**src/rtl/ctlword_rx_pkg.sv**
```systemverilog
`timescale 1ns/1ps
package ctlword_rx_pkg;

   typedef enum logic [1:0] {
      KIND_CTRL  = 2'd0,
      KIND_FREQ  = 2'd1,
      KIND_PHASE = 2'd2,
      KIND_NONE  = 2'd3
   } word_kind_e;

   // control-word field positions (the word format depends on them)
   localparam int CTL_CONSEC_BIT = 13;
   localparam int CTL_HALF_BIT   = 12;
   localparam int CTL_RESET_BIT  = 8;
   localparam int CTL_WAVE_HI    = 5;
   localparam int CTL_WAVE_MID   = 3;
   localparam int CTL_WAVE_LO    = 1;
   localparam int WAVE_W         = 3;

   function automatic word_kind_e classify(input logic [2:0] top3);
      word_kind_e k;
      case (top3[2:1])
         2'b00:   k = KIND_CTRL;
         2'b01:   k = KIND_FREQ;
         2'b11:   k = top3[0] ? KIND_NONE : KIND_PHASE;
         default: k = KIND_NONE;
      endcase
      return k;
   endfunction

endpackage

```
**src/rtl/ctlword_rx_sync.sv**
```systemverilog
`timescale 1ns/1ps
module ctlword_rx_sync #(
   parameter int          WIDTH   = 3,
   parameter int          STAGES  = 2,
   parameter logic [WIDTH-1:0] RST_VAL = '0
) (
   input  logic             clk,
   input  logic             rst_n,
   input  logic [WIDTH-1:0] d_async,
   output logic [WIDTH-1:0] q_sync
);

   generate
      if (STAGES < 2) begin : g_bad_stages
         $error("ctlword_rx_sync: STAGES must be at least 2");
      end
   endgenerate

   logic [WIDTH-1:0] chain [STAGES];

   generate
      for (genvar s = 0; s < STAGES; s++) begin : g_stage
         if (s == 0) begin : g_first
            always_ff @(posedge clk or negedge rst_n) begin
               if (!rst_n) chain[0] <= RST_VAL;
               else        chain[0] <= d_async;
            end
         end else begin : g_next
            always_ff @(posedge clk or negedge rst_n) begin
               if (!rst_n) chain[s] <= RST_VAL;
               else        chain[s] <= chain[s-1];
            end
         end
      end
   endgenerate

   assign q_sync = chain[STAGES-1];

endmodule

```
**src/rtl/ctlword_rx_shift.sv**
```systemverilog
`timescale 1ns/1ps
module ctlword_rx_shift #(
   parameter int WORD_W = 16
) (
   input  logic              clk,
   input  logic              rst_n,
   input  logic              sck_s,
   input  logic              sdi_s,
   input  logic              frm_n_s,
   output logic              word_vld,
   output logic [WORD_W-1:0] word
);

   localparam int CNT_W = $clog2(WORD_W);
   localparam logic [CNT_W-1:0] LAST_BIT = CNT_W'(WORD_W - 1);

   generate
      if (WORD_W < 4) begin : g_bad_word
         $error("ctlword_rx_shift: WORD_W too small");
      end
   endgenerate

   logic              sck_q;
   logic              sck_fall;
   logic [CNT_W-1:0]  bit_cnt;
   logic [WORD_W-2:0] shreg;

   always_ff @(posedge clk or negedge rst_n) begin
      if (!rst_n) sck_q <= 1'b1;
      else        sck_q <= sck_s;
   end

   assign sck_fall = sck_q & ~sck_s;

   always_ff @(posedge clk or negedge rst_n) begin
      if (!rst_n) begin
         bit_cnt  <= '0;
         shreg    <= '0;
         word_vld <= 1'b0;
         word     <= '0;
      end else begin
         word_vld <= 1'b0;
         if (frm_n_s) begin
            bit_cnt <= '0;
         end else if (sck_fall) begin
            shreg <= {shreg[WORD_W-3:0], sdi_s};
            if (bit_cnt == LAST_BIT) begin
               bit_cnt  <= '0;
               word     <= {shreg, sdi_s};
               word_vld <= 1'b1;
            end else begin
               bit_cnt <= bit_cnt + 1'b1;
            end
         end
      end
   end

endmodule

```
**src/rtl/ctlword_rx_decode.sv**
```systemverilog
`timescale 1ns/1ps
module ctlword_rx_decode
   import ctlword_rx_pkg::*;
#(
   parameter int WORD_W  = 16,
   parameter int FREQ_W  = 28,
   parameter int PHASE_W = 12
) (
   input  logic               clk,
   input  logic               rst_n,
   input  logic               word_vld,
   input  logic [WORD_W-1:0]  word,
   output logic [FREQ_W-1:0]  freq_word,
   output logic [PHASE_W-1:0] phase_word,
   output logic               core_reset,
   output logic [WAVE_W-1:0]  wave_sel,
   output logic               word_done,
   output logic               half_pend
);

   localparam int HALF_W = FREQ_W / 2;

   generate
      if (HALF_W != WORD_W - 2 || FREQ_W % 2 != 0) begin : g_bad_freq
         $error("ctlword_rx_decode: FREQ_W must be 2*(WORD_W-2)");
      end
      if (PHASE_W > WORD_W - 4) begin : g_bad_phase
         $error("ctlword_rx_decode: PHASE_W must fit below the tag bits");
      end
   endgenerate

   word_kind_e        kind;
   logic [HALF_W-1:0] half_data;
   logic [HALF_W-1:0] stage_lo;
   logic              consec_mode;
   logic              half_upper;

   assign kind      = classify(word[WORD_W-1 -: 3]);
   assign half_data = word[HALF_W-1:0];

   always_ff @(posedge clk or negedge rst_n) begin
      if (!rst_n) begin
         freq_word   <= '0;
         phase_word  <= '0;
         core_reset  <= 1'b1;
         wave_sel    <= '0;
         word_done   <= 1'b0;
         half_pend   <= 1'b0;
         stage_lo    <= '0;
         consec_mode <= 1'b0;
         half_upper  <= 1'b0;
      end else begin
         word_done <= word_vld;
         if (word_vld) begin
            unique case (kind)
               KIND_CTRL: begin
                  consec_mode <= word[CTL_CONSEC_BIT];
                  half_upper  <= word[CTL_HALF_BIT];
                  core_reset  <= word[CTL_RESET_BIT];
                  wave_sel    <= {word[CTL_WAVE_HI], word[CTL_WAVE_MID],
                                  word[CTL_WAVE_LO]};
                  half_pend   <= 1'b0;
               end
               KIND_FREQ: begin
                  if (consec_mode) begin
                     if (!half_pend) begin
                        stage_lo  <= half_data;
                        half_pend <= 1'b1;
                     end else begin
                        freq_word <= {half_data, stage_lo};
                        half_pend <= 1'b0;
                     end
                  end else if (half_upper) begin
                     freq_word[FREQ_W-1:HALF_W] <= half_data;
                  end else begin
                     freq_word[HALF_W-1:0] <= half_data;
                  end
               end
               KIND_PHASE: phase_word <= word[PHASE_W-1:0];
               default: ;
            endcase
         end
      end
   end

endmodule

```
**src/rtl/ctlword_rx.sv**
```systemverilog
`timescale 1ns/1ps
module ctlword_rx
   import ctlword_rx_pkg::*;
#(
   parameter int WORD_W      = 16,
   parameter int FREQ_W      = 28,
   parameter int PHASE_W     = 12,
   parameter int SYNC_STAGES = 2
) (
   input  logic               clk,
   input  logic               rst_n,
   input  logic               sck_in,
   input  logic               sdi_in,
   input  logic               frame_n_in,
   output logic [FREQ_W-1:0]  freq_word,
   output logic [PHASE_W-1:0] phase_word,
   output logic               core_reset,
   output logic [2:0]         wave_sel,
   output logic               word_done
);

   generate
      if (WAVE_W != 3) begin : g_bad_wave
         $error("ctlword_rx: wave_sel width mismatch");
      end
   endgenerate

   // sync order: {sck, sdi, frame_n}; clock and frame idle high
   logic [2:0]        sync_q;
   logic              word_vld;
   logic [WORD_W-1:0] word;
   logic              half_pend;

   ctlword_rx_sync #(
      .WIDTH   (3),
      .STAGES  (SYNC_STAGES),
      .RST_VAL (3'b101)
   ) u_sync (
      .clk     (clk),
      .rst_n   (rst_n),
      .d_async ({sck_in, sdi_in, frame_n_in}),
      .q_sync  (sync_q)
   );

   ctlword_rx_shift #(
      .WORD_W (WORD_W)
   ) u_shift (
      .clk      (clk),
      .rst_n    (rst_n),
      .sck_s    (sync_q[2]),
      .sdi_s    (sync_q[1]),
      .frm_n_s  (sync_q[0]),
      .word_vld (word_vld),
      .word     (word)
   );

   ctlword_rx_decode #(
      .WORD_W  (WORD_W),
      .FREQ_W  (FREQ_W),
      .PHASE_W (PHASE_W)
   ) u_dec (
      .clk        (clk),
      .rst_n      (rst_n),
      .word_vld   (word_vld),
      .word       (word),
      .freq_word  (freq_word),
      .phase_word (phase_word),
      .core_reset (core_reset),
      .wave_sel   (wave_sel),
      .word_done  (word_done),
      .half_pend  (half_pend)
   );

endmodule

```
**config.mk**
```make
export PLATFORM = sky130hd
export DESIGN_NAME = ctlword_rx
export DESIGN_NICKNAME = d
export VERILOG_FILES = /design/src/rtl/ctlword_rx_pkg.sv /design/src/rtl/ctlword_rx_sync.sv /design/src/rtl/ctlword_rx_shift.sv /design/src/rtl/ctlword_rx_decode.sv /design/src/rtl/ctlword_rx.sv
export SDC_FILE = /design/constraint.sdc
export NUM_CORES = 1
export LEC_CHECK = 0
export ABC_AREA = 1
export BUFFER_PORTS_ARGS = -buffer_cell sky130_fd_sc_hd__buf_2
export CAP_MARGIN = 10
export CORE_MARGIN = 2
export CORE_UTILIZATION = 26
export DETAILED_ROUTE_END_ITERATION = 10
export PLACE_DENSITY_LB_ADDON = 0.05
export SLEW_MARGIN = 20
export SYNTH_ARGS = -nofsm -noshare
export SYNTH_HDL_FRONTEND = slang
export SYNTH_HIERARCHICAL = 1
export SYNTH_SLANG_ARGS = --single-unit
export TNS_END_PERCENT = 100
```
**constraint.sdc**
```tcl
create_clock -name clk -period 3.3 [get_ports clk]
set_clock_uncertainty 0.15 [all_clocks]
set_input_delay 0.66 -clock clk [delete_from_list [all_inputs] [get_ports clk]]
set_output_delay 0.66 -clock clk [all_outputs]
set_load 0.05 [all_outputs]
```
### After elaboration in Yosys (flattened, before gate mapping)

Index checks and enable logic that the tools add are counted.

* add/subtract/negate cells: 1
* eq/ne operators: 8
* multiplexer cells: 15
* bitwise gates (word level): 4
* reduce and logical (&&, ||, !) cells: 13

Operator list (number)
* $mux 28: 2
* $mux 14: 2
* $mux 4: 3
* $reduce_and 4->1: 3
* $mux 1: 6
* $ne 2x1->1 const B: 3
* $pmux 2 s3: 1
* $reduce_and 2->1: 3
* $reduce_and 3->1: 2
* $reduce_bool 2->1: 3
* $add 4x1->4 const B: 1
* $eq 2x1->1 const B: 2
* $eq 2x2->1 const B: 2
* $eq 4x4->1 const B: 1
* $logic_not 2->1: 2
* $not 1->1: 3
* $pmux 1 s2: 1
* $and 1x1->1: 1

* flip-flop bits (word level): 105
* output and inout bits: 45
* word-level logic and storage cells: 58

### Logic depth before layout (Yosys ltp)

* depth in word-level cells: 5
* mapped depth: 8
* depth with buffers taken out: 7

### Modules after synthesis

Netlist, hierarchy kept.

By module, submodules not included
* ctlword_rx_decode: instances 1, cells an instance 317, area an instance 2705.1 um^2, seq. area each 1552.7 um^2
* ctlword_rx_shift: instances 1, cells an instance 149, area an instance 1512.7 um^2, seq. area each 927.1 um^2
* ctlword_rx_sync: instances 1, cells an instance 9, area an instance 177.7 um^2, seq. area each 155.1 um^2

### Worst setup path before layout

Ideal clock, no wire load.

* path kind: flip-flop to output port
* start point: register u_dec.core_reset
* end point: output core_reset
* arrival time: 0.664 ns
* required time: 2.490 ns
* slack: 1.826 ns
* stages on the path, launching flop included: 1
* path buffers: 0
* cells stage by stage: dfstp_2

RTL lines
* start: declaration: RTL line ctlword_rx_decode.sv:15 `output logic core_reset,`
* start signal: assignment: RTL line ctlword_rx_decode.sv:59 `core_reset <= word[CTL_RESET_BIT];`
* end: declaration: RTL line ctlword_rx.sv:17 `output logic core_reset,`

No word-level cell between the ends.

### Final worst setup path

* start point: register u_shift.word[15]
* end point: register u_dec.freq_word[24]

* longest elaborated chain between the ends: 4
* elaborated cells between the ends (all ways): 6

RTL lines
* start: declaration: RTL line ctlword_rx_shift.sv:11 `output logic [WORD_W-1:0] word`
* start signal: assignment: RTL line ctlword_rx_shift.sv:49 `word <= {shreg, sdi_s};`
* $eq 2x2->1 (tied with other cells): RTL line ctlword_rx_pkg.sv:22 `case (top3[2:1])`
* $pmux 2 s3 (*): RTL line ctlword_rx_pkg.sv:22
* $eq 2x1->1 (*): RTL line ctlword_rx_decode.sv:55 `unique case (kind)`
* $reduce_and 4->1 (no line) (*)
* end signal: assignment: RTL line ctlword_rx_decode.sv:70 `freq_word <= {half_data, stage_lo};`
* end signal: indexed assignment: RTL line ctlword_rx_decode.sv:74 `freq_word[FREQ_W-1:HALF_W] <= half_data;`
* end signal: indexed assignment: RTL line ctlword_rx_decode.sv:76 `freq_word[HALF_W-1:0] <= half_data;`
* end: declaration: RTL line ctlword_rx_decode.sv:13 `output logic [FREQ_W-1:0] freq_word,`

Every way passes the cells marked *; elsewhere a longest branch is shown, timed or not.
A chain may end at the register's enable or synchronous reset.

==> out/summary.md <==
The final route contains 3087 vias. The die covers 17960 um^2. Traced cell by cell, the critical path runs through inv_1, nand3_4, inv_1, nand2_2, nand2_1, nand2_1. The tools report the headroom to the max-slew limit as 0.4593. In this run the clock root is driven by a sky130_fd_sc_hd__clkbuf_16.

The latest clock arrival within the worst-skew pair is 0.35 ns, and the average wire length per cell after detail routing is 13.71 um. The tools report the estimated wirelength of the detail-placed design as 6.803 mm. The final layout contains routed wiring with a total length of 10.13 mm. The run gives 0 as the sum of overflow across all layers after global routing.

The max-slew violation count is 0. The areal power density over the cells is 503.5 nW/um^2, and the setup slack after layout is 1.121 ns. The kind of critical path is reg -> reg.

The total iterations of the first detailed-routing run came out at 4. The average size of a mapped cell came out at 9.254 um^2. Capturing element type of the critical path: a flop. The final layout contains 520 nets. The buffers inserted during post-CTS setup optimization is 0, and the final number of setup-violating endpoints is 0.

The run gives 4395 um^2 as the synthesized area. The slowest library cell on the worst path is sky130_fd_sc_hd__inv_1. In this run, synthesis inferred 0 flip-flops with an integrated enable. The total area inside the core boundary comes to 16580 um^2. The share of the clock period used by the worst path is 0.6603. The fraction of the mapped netlist area in simple logic gates was 0.1879. By area, the combinational part of the netlist is dominated by simple AND/OR/NAND/NOR gates. The tools report the number of remaining DRC errors as 0. The floorplan has 47 rows.

The largest single stage delay on the critical path is 0.54 ns. The synthesized-area fraction occupied by ao, oa, aoi and oai cells was 0.1267; the number of antenna violations at the first check in global routing was 0. Die height: 134.0 um.

For the synthesis warning total, the log shows 6. The number of gates resized after CTS was 0. Die extent in x: 134.0 um. The via count normalized by instance count is 4.177.

The weighted congestion at the end of routability-driven global placement is 0.7097. After clock tree synthesis, the flow added hold-fix buffers numbering 0. For the pin with the worst max-slew slack, the measured transition is 0.8083 ns. Across all register-to-register paths, the minimum setup slack is 1.12 ns. The logs give 3 for the number of H-tree levels and 23 for the count of unique library cells instantiated by Yosys. The final-report hold violation count is 0, and the initial DRC count is 161. The number of clock sinks came out at 105.

The path category of the worst min-delay check was reg -> reg. Initial core utilization: 0.2651. The count of buffers added on input and output ports is 49. The placed instance area came out at 4807 um^2. Startpoint type of the worst setup path: a flop.

The number of buffers on the longest clock path was 2; the mux share of post-synthesis cell area was 0. For this design the top-level I/O count stands at 50. The number of storage elements in the synthesis netlist was 105.

Of all nets on the critical path, the largest fanout is 32. For the leakage power summed over all cells, the log shows 2.551 nW. The run gives 3.39 ns as the required time of the critical path. The share of async-settable or async-resettable flops after synthesis was 1.000.

TritonCTS built the clock tree. The critical path contains buffers and inverters numbering 2 combined. Once placement completed, the tool counted placed cells totaling 723. The pre-CTS worst setup slack was 1.087 ns.

For this run, the leading register cell type out of synthesis is sky130_fd_sc_hd__dfrtp_1. Buffers inserted during clock tree synthesis total 9. With fillers left out, the area of the finished cells amounts to 5126 um^2.

The fraction of layout instances using a drive strength above 1 works out to 0.2023. The tools report the number of global-route vias before repair as 3094. IR analysis of the VDD net gives a maximum drop of 0.0002772 V.

The number of instances in the synthesized netlist was 475; the final total negative setup slack was 0 ns. The smallest clock period supported by the final layout is computed as 2.179 ns. The maximum number of pins on one net before global-route repair came out at 55. Setup repair after global routing left no endpoint under its margin. Compared with the post-synthesis result, the final layout area differs by 16.62%. The post-layout utilization of the core is 0.3091, and the sequential fraction of the synthesis area is 0.5995.

The overall fraction of global-route tracks in use is 0.1219, and the maximum frequency from static timing analysis is 458.9 MHz. The first global-routing pass estimated 16.84 mm of wire. Data on the critical path arrives at its endpoint at 2.27 ns. The area share of fa/ha/maj cells after synthesis is 0.002847, and the post-synth net total is 481. The non-filler instance count after layout was 739; the number of max-cap violations was 0. The flow ran to the end, and the final reports show no timing, DRC or antenna violations. The cell family contributing the most delay on the critical path is simple AND/OR/NAND/NOR gates.

The remaining number of nets flagged by the antenna check after routing is 0, and the area share of xor/xnor cells in the synthesized design is 0.001993. Clock-pin slew was measured on the worst setup and hold paths at 0.07 ns. The repair_antennas step left the layout with diodes totalling 0.
-- cell families (layout without fill, tap and decap cells) --
kind of cell / count (synthesis) / count (layout)
compound gates: 93 / 93
xor+xnor: 1 / 1
flops: 105 / 105
simple gates: 196 / 196
buf+inv: 79 / 123
fa+ha+maj: 1 / 1
-- cells in the final DEF, fill, tap and decap left out, types with 4 or more instances in the layout --
master,instances
sky130_fd_sc_hd__dfrtp_1,99
sky130_fd_sc_hd__inv_1,53
sky130_fd_sc_hd__nand2_2,8
sky130_fd_sc_hd__o21ai_0,62
sky130_fd_sc_hd__clkbuf_16,9
sky130_fd_sc_hd__nand3_1,20
sky130_fd_sc_hd__buf_4,4
sky130_fd_sc_hd__nand2_1,158
sky130_fd_sc_hd__buf_2,48
sky130_fd_sc_hd__dfstp_2,6
sky130_fd_sc_hd__o21bai_1,14
sky130_fd_sc_hd__o21ai_2,15
-- area by class of cell --
type	count	area, um^2
Fill cell	1810	11460
Sequential cell	105	2635
Multi-Input combinational cell	291	1404
Timing Repair Buffer	53	290.3
Tap cell	220	275.3
Clock buffer	9	225.2
Inverter	54	202.7
Clock inverter	7	93.84
-- cell usage after synthesis (2+ instances only) --
library cell | count | area [um^2]
sky130_fd_sc_hd__buf_2 | 9 | 45.04
sky130_fd_sc_hd__buf_4 | 5 | 37.54
sky130_fd_sc_hd__buf_6 | 4 | 45.04
sky130_fd_sc_hd__clkbuf_1 | 7 | 26.28
sky130_fd_sc_hd__dfrtp_1 | 99 | 2477
sky130_fd_sc_hd__dfstp_2 | 6 | 157.7
sky130_fd_sc_hd__inv_1 | 53 | 198.9
sky130_fd_sc_hd__nand2_1 | 158 | 593.1
sky130_fd_sc_hd__nand2_2 | 8 | 50.05
sky130_fd_sc_hd__nand3_1 | 20 | 100.1
sky130_fd_sc_hd__nand4_1 | 2 | 12.51
sky130_fd_sc_hd__nor2_1 | 2 | 7.510
sky130_fd_sc_hd__nor2_2 | 2 | 12.51
sky130_fd_sc_hd__nor2_4 | 2 | 22.52
sky130_fd_sc_hd__o21ai_0 | 62 | 310.3
sky130_fd_sc_hd__o21ai_1 | 2 | 10.01
sky130_fd_sc_hd__o21ai_2 | 15 | 131.4
sky130_fd_sc_hd__o21bai_1 | 14 | 105.1
-- report_power, final --
group | total (mW) | internal [mW] | switching, mW
Combinational | 0.0811 | 0.0197 | 0.0614
Sequential | 1.33 | 1.32 | 0.0147
Clock | 1.17 | 0.666 | 0.502
Total | 2.58 | 2.00 | 0.578
-- layer usage --
layer  track usage  wire length, um  up-vias
met5             0                0        -
met3       0.02230              277       13
met2        0.1886             4561       41
li1              -                -     1571
met4       0.05614              195        0
met1        0.1663             5093     1462
-- worst paths after layout --
kind,end,cells past startpoint,startpoint
worst max-delay path,u_dec/freq_word[24],6,u_shift/word[15]
worst min-delay path,u_sync/q_sync[1],0,u_sync/chain[4]
worst max register to register,u_dec/freq_word[24],6,u_shift/word[15]
worst min register to register,u_sync/q_sync[1],0,u_sync/chain[4]
max in group asynchronous,u_dec/phase_word[9],2,rst_n
min in group asynchronous,u_dec/wave_sel[0],1,rst_n
-- through the flow --
stage | total power, mW | hold slack [ns]
6_report | 2.581 | 0.2011
5_1_grt | 2.712 | 0.2113
4_1_cts | 2.637 | 0.2026
3_5_place_dp | 1.443 | 0.1847
3_3_place_gp | 1.442 | 0.1834
2_1_floorplan | 1.398 | 0.1812
-- sequential cells by signal, summed over array words and instances, names as in the netlist, 3 cells and up --
name and cells:
u_dec/freq_word 28, u_shift/word 16, u_shift/shreg 15, u_dec/stage_lo 14, u_dec/phase_word 12, u_shift/bit_cnt 4, u_dec/wave_sel 3, u_sync/chain 3
u_sync/q_sync 3
Power figures use the tool's default switching activity.
